`src/rtl/ecc_evt_track.sv`:
```
module ecc_evt_track #(
  parameter int CNT_W = 3
) (
  input  logic             clk,
  input  logic             rst_n,
  input  logic             ib_sec,
  input  logic             ib_ded,
  input  logic             db_sec,
  input  logic             db_ded,
  input  logic             ib_par_err,
  input  logic             chk_busy,
  input  logic             chk_sec,
  input  logic             chk_ded,
  input  logic             en_sec_irq,
  input  logic             en_sec_berr,
  input  logic             en_ded_irq,
  input  logic             wr_en,
  input  logic [CNT_W+3:0] wr_data,
  output logic [CNT_W+7:0] rd_data,
  output logic             irq
);
  localparam int CNT_LO = 4;
  localparam int CNT_HI = CNT_LO + CNT_W - 1;
  localparam logic [CNT_W-1:0] CNT_MAX = '1;
  localparam logic [1:0] ST_NONE = 2'b00;
  localparam logic [1:0] ST_DED  = 2'b01;
  localparam logic [1:0] ST_SEC  = 2'b10;

  logic [1:0]       ib_st, db_st, chk_sum;
  logic [CNT_W-1:0] cnt;
  logic             par;

  wire ib_clr  = wr_en & (|wr_data[1:0]);
  wire db_clr  = wr_en & (|wr_data[3:2]);
  wire cnt_clr = (wr_en & (|wr_data[CNT_HI:CNT_LO])) | ib_clr | db_clr;

  function automatic logic [1:0] st_next(input logic [1:0] cur, input logic clr,
                                         input logic sec, input logic ded);
    logic [1:0] base;
    base = clr ? ST_NONE : cur;
    if (ded)      st_next = ST_DED;
    else if (sec) st_next = (base == ST_DED) ? ST_DED : ST_SEC;
    else          st_next = base;
  endfunction

  wire       pend   = ((ib_st == ST_SEC) & ~ib_clr) | ((db_st == ST_SEC) & ~db_clr);
  wire       cnt_on = en_sec_irq | en_sec_berr;
  wire [1:0] n_sec  = {1'b0, ib_sec} + {1'b0, db_sec};
  wire [1:0] inc    = !cnt_on ? 2'd0 : pend ? n_sec : (n_sec == 2'd0 ? 2'd0 : n_sec - 2'd1);

  wire [CNT_W-1:0] cnt_base = cnt_clr ? '0 : cnt;
  wire [CNT_W:0]   cnt_sum  = {1'b0, cnt_base} + {{(CNT_W-1){1'b0}}, inc};
  wire [CNT_W-1:0] cnt_nxt  = (cnt_sum > {1'b0, CNT_MAX}) ? CNT_MAX : cnt_sum[CNT_W-1:0];

  always_ff @(posedge clk) begin
    if (!rst_n) begin
      ib_st   <= ST_NONE;
      db_st   <= ST_NONE;
      cnt     <= '0;
      chk_sum <= 2'b00;
      par     <= 1'b0;
    end else begin
      ib_st <= st_next(ib_st, ib_clr, ib_sec, ib_ded);
      db_st <= st_next(db_st, db_clr, db_sec, db_ded);
      cnt   <= cnt_nxt;
      if (chk_busy) chk_sum <= chk_sum | {chk_sec, chk_ded};
      if (ib_par_err) par <= 1'b1;
    end
  end

  assign rd_data = {par, chk_sum[0], chk_sum, cnt, db_st, ib_st};
  assign irq = ((ib_st == ST_SEC) & en_sec_irq) | ((ib_st == ST_DED) & en_ded_irq)
             | ((db_st == ST_SEC) & en_sec_irq) | ((db_st == ST_DED) & en_ded_irq);
endmodule


```
`config.mk`:
```
export PLATFORM = sky130hd
export DESIGN_NAME = ecc_evt_track
export DESIGN_NICKNAME = d
export VERILOG_FILES = /design/src/rtl/ecc_evt_track.sv
export SDC_FILE = /design/constraint.sdc
export NUM_CORES = 1
export LEC_CHECK = 0
export BUFFER_PORTS_ARGS = -buffer_cell sky130_fd_sc_hd__clkbuf_2
export CAP_MARGIN = 10
export CORE_UTILIZATION = 40
export DETAILED_ROUTE_END_ITERATION = 10
export GPL_TIMING_DRIVEN = 0
export PLACE_DENSITY = 0.69
export SETUP_SLACK_MARGIN = 0.4
export SLEW_MARGIN = 30
export SYNTH_ARGS = -nofsm -noshare
export SYNTH_HDL_FRONTEND = slang
export SYNTH_SLANG_ARGS = --single-unit
```
`constraint.sdc`:
```
create_clock -name clk -period 5.1 [get_ports clk]
set_input_delay 1.275 -clock clk [delete_from_list [all_inputs] [get_ports clk]]
set_output_delay 1.275 -clock clk [all_outputs]
set_load 0.02 [all_outputs]
```
==> results.cfg <==
[synthesis]
synth-simple-area-share_pct = 24.7
syn_nets = 92
postSynthCellCount = 67
synth-compound-area-share_pct = 26.2
yosysWarnings = 0
seq_area_frac_synth_pct = 33.8
syn_area_per_cell_um2 = 8.83
synth_top_family_by_area = compound AO/OA/AOI/OAI gates
synth_adder_area_share_pct = 9.73
synthMuxAreaShare_pct = 1.69
synth-seq-cells = 10
post_synth_num_cell_types = 24
netlist_area_um2 = 592
synthXorXnorAreaFrac_pct = 0

[worst_hold_path]
hp-class = reg -> reg

[flow_run]
maxCapViolCount = 0

[cts]
cts.repair.resized = 0
cts_max_path_buffers = 2
htreeDepth = 1
cts_root_buf = clkbuf_4
clk_latency_ns = 0.27
path_clk_slew_ns = 0.07
cts.sinks = 10
cts_tree = built
post_cts_buffers = 0
cts.hold.buffers_added = 0
cts_buffers = 3

[power_and_ir_drop]
intPower_uw = 145
switchingPower_uw = 57.8
max-vdd-ir-drop_mv = 0.114
power_leakage_uw = 0.000407
p_seq_share_pct = 42.5
p_clk_share_pct = 36.5
p_per_area_mw_per_mm2 = 251
combinationalPowerShare_pct = 21.1
swShare_pct = 28.5

[layout]
drive_gt1_share_pct = 41.7
fin_cells = 118
layout_commonest_cell = clkbuf_2
nets = 129
area_growth_pct = 36.4
diodes = 0
fill_cells = 128
mostFrequentLayoutCells = 32 x clkbuf_2, 10 x dfxtp_1, 7 x nand2_1

[worst_setup_path]
path_buf_inv = 2
crit_family = buffers and inverters
path_class = in -> out
startpoint_type = input pin
cp_max_fo = 3
worstPathArrival_ns = 1.66
crit_chain = clkbuf_2, o21ai_0, nand2_1, clkbuf_2
critPathSlowestCell = clkbuf_2
cpMostUsedCell = clkbuf_2
max_stage_delay_ns = 0.16
cp.required_ns = 3.83
endpoint_kind = output port

[global_routing]
track_usage_pct = 17.6
antenna_found_initial = 0
overflow = 0
grt_pass1_vias = 491
grt_pass1_wl_mm = 1.85
grt_max_degree = 9

[placement]
gp_congestion = 0.639
dp_hpwl_mm = 1.03
dp_cells = 114
port_buffers = 32

[timing]
tns_ns = 0
fin_crit_ns = 2.94
fin_crit_sh_pct = 57.6
setup_viol = 0
final-hold-violation-count = 0
rsz0062_at_grt = no
clock_skew_ns = 0.00504
slew_headroom_pct = 78.8
maxSlewViolCount = 0
clock.fmax_ghz = 0.340
worst_pin_slew_ns = 0.316

[drt]
drt_iter0_drc = 11
dr.pass1.iters = 4
wirelength_mm = 1.23
post_drt_wl_per_cell_um = 10.4
drc_errors = 0
via_per_inst = 5.11
ant_nets = 0
via_count = 603

[floorplanning]
die_w_um = 40.5
core_mm2 = 0.00133
die-area_mm2 = 0.00164
start_util_pct = 44.4
rows = 13
die_h_um = 40.5
num_io_pins = 33

[run_status]
status = completed
-- cell families (layout without fill, tap and decap cells) --
| group | Yosys count | after routing |
|---|---|---|
| AND/OR/NAND/NOR | 25 | 25 |
| AO/OA/AOI/OAI | 23 | 23 |
| flip-flops | 10 | 10 |
| adder cells (fa/ha/maj) | 4 | 4 |
| buffers and inverters | 4 | 40 |
| multiplexers | 1 | 1 |
-- flip-flops by register name, summed over array words and instances (netlist names) --
register and cells:
ib_st 2, par 1, cnt 3, chk_sum 2, db_st 2
-- power by group through the flow --
stage                     clock (uW)  combinational, uW  sequential, uW
after detailed placement           0               43.2            88.0
after global routing            77.8               48.3            86.9
final                           74.0               42.8            86.2
after CTS                       77.3               43.4            86.2
after global placement             0               42.6            87.9
after floorplan                    0               19.6            92.4
-- cell usage after synthesis --
library cell	count	share of area, %
dfxtp_1	10	34
nand2_1	7	4.4
nor2_1	6	3.8
o21ai_0	6	5.1
a21oi_1	5	4.2
nor2b_1	5	5.3
a211oi_1	3	3.8
ha_1	3	6.3
a21bo_1	2	3.4
a31oi_1	2	2.1
and2_1	2	2.1
buf_4	2	2.5
inv_1	2	1.3
o21ai_1	2	1.7
a211oi_2	1	2.1
a21bo_2	1	1.7
a22oi_2	1	2.1
and3_1	1	1.1
fa_1	1	3.4
mux2i_1	1	1.7
nand2b_1	1	1.1
nor3_1	1	0.84
nor4_4	1	3.6
nor4b_2	1	2.5
-- worst paths after layout --
path	from	to	cells after the start	slack, ns
min reg2reg	chk_sum[1]	chk_sum[1]	2	0.47
max reg2reg	db_st[1]	cnt[2]	7	3.14
max	en_sec_irq	irq	4	2.16
min	chk_sum[1]	chk_sum[1]	2	0.47
-- through the flow --
step / hold WS [ns] / power (uW) / utilization [%] / instance area [um2] / setup WS [ns]
after CTS: 0.479 / 207 / 60.5 / 807 / 2.16
after global placement: 0.451 / 130 / 57.8 / 771 / 2.00
after detailed placement: 0.461 / 131 / 57.8 / 771 / 1.98
final: 0.470 / 203 / 60.5 / 807 / 2.16
after global routing: 0.495 / 213 / 60.5 / 807 / 2.10
after floorplan: 0.439 / 112 / - / 592 / 2.25
-- worst reg2reg max path, stage by stage (launching register included) --
cell and delay, ns:
dfxtp_1 0.39, nor2b_1 0.21, a22oi_2 0.11, mux2i_1 0.14, ha_1 0.24, fa_1 0.44, and3_1 0.17, a211oi_2 0.19
-- layout make-up --
type                       count  area, um2  area share (%)
tap                           15       18.8            2.33
buffer                         2       15.0            1.86
multi-input combinational     53        369            45.7
inverter                       2       7.51           0.930
sequential                    10        200            24.8
clock buffer                   4       36.3            4.50
timing repair buffer          32        160            19.8
-- metal layers --
metal  track usage, %  vias to the layer above  part of all wire [%]  routed length [um]
met5                0                        -                     0                   0
met4             12.5                        0                   2.6                  32
met3             3.33                        4                   6.3                  78
li1                 -                      316                     -                   -
met2             30.6                       18                    46                 560
met1             18.8                      265                    45                 557
Power figures use the tool's default switching activity.
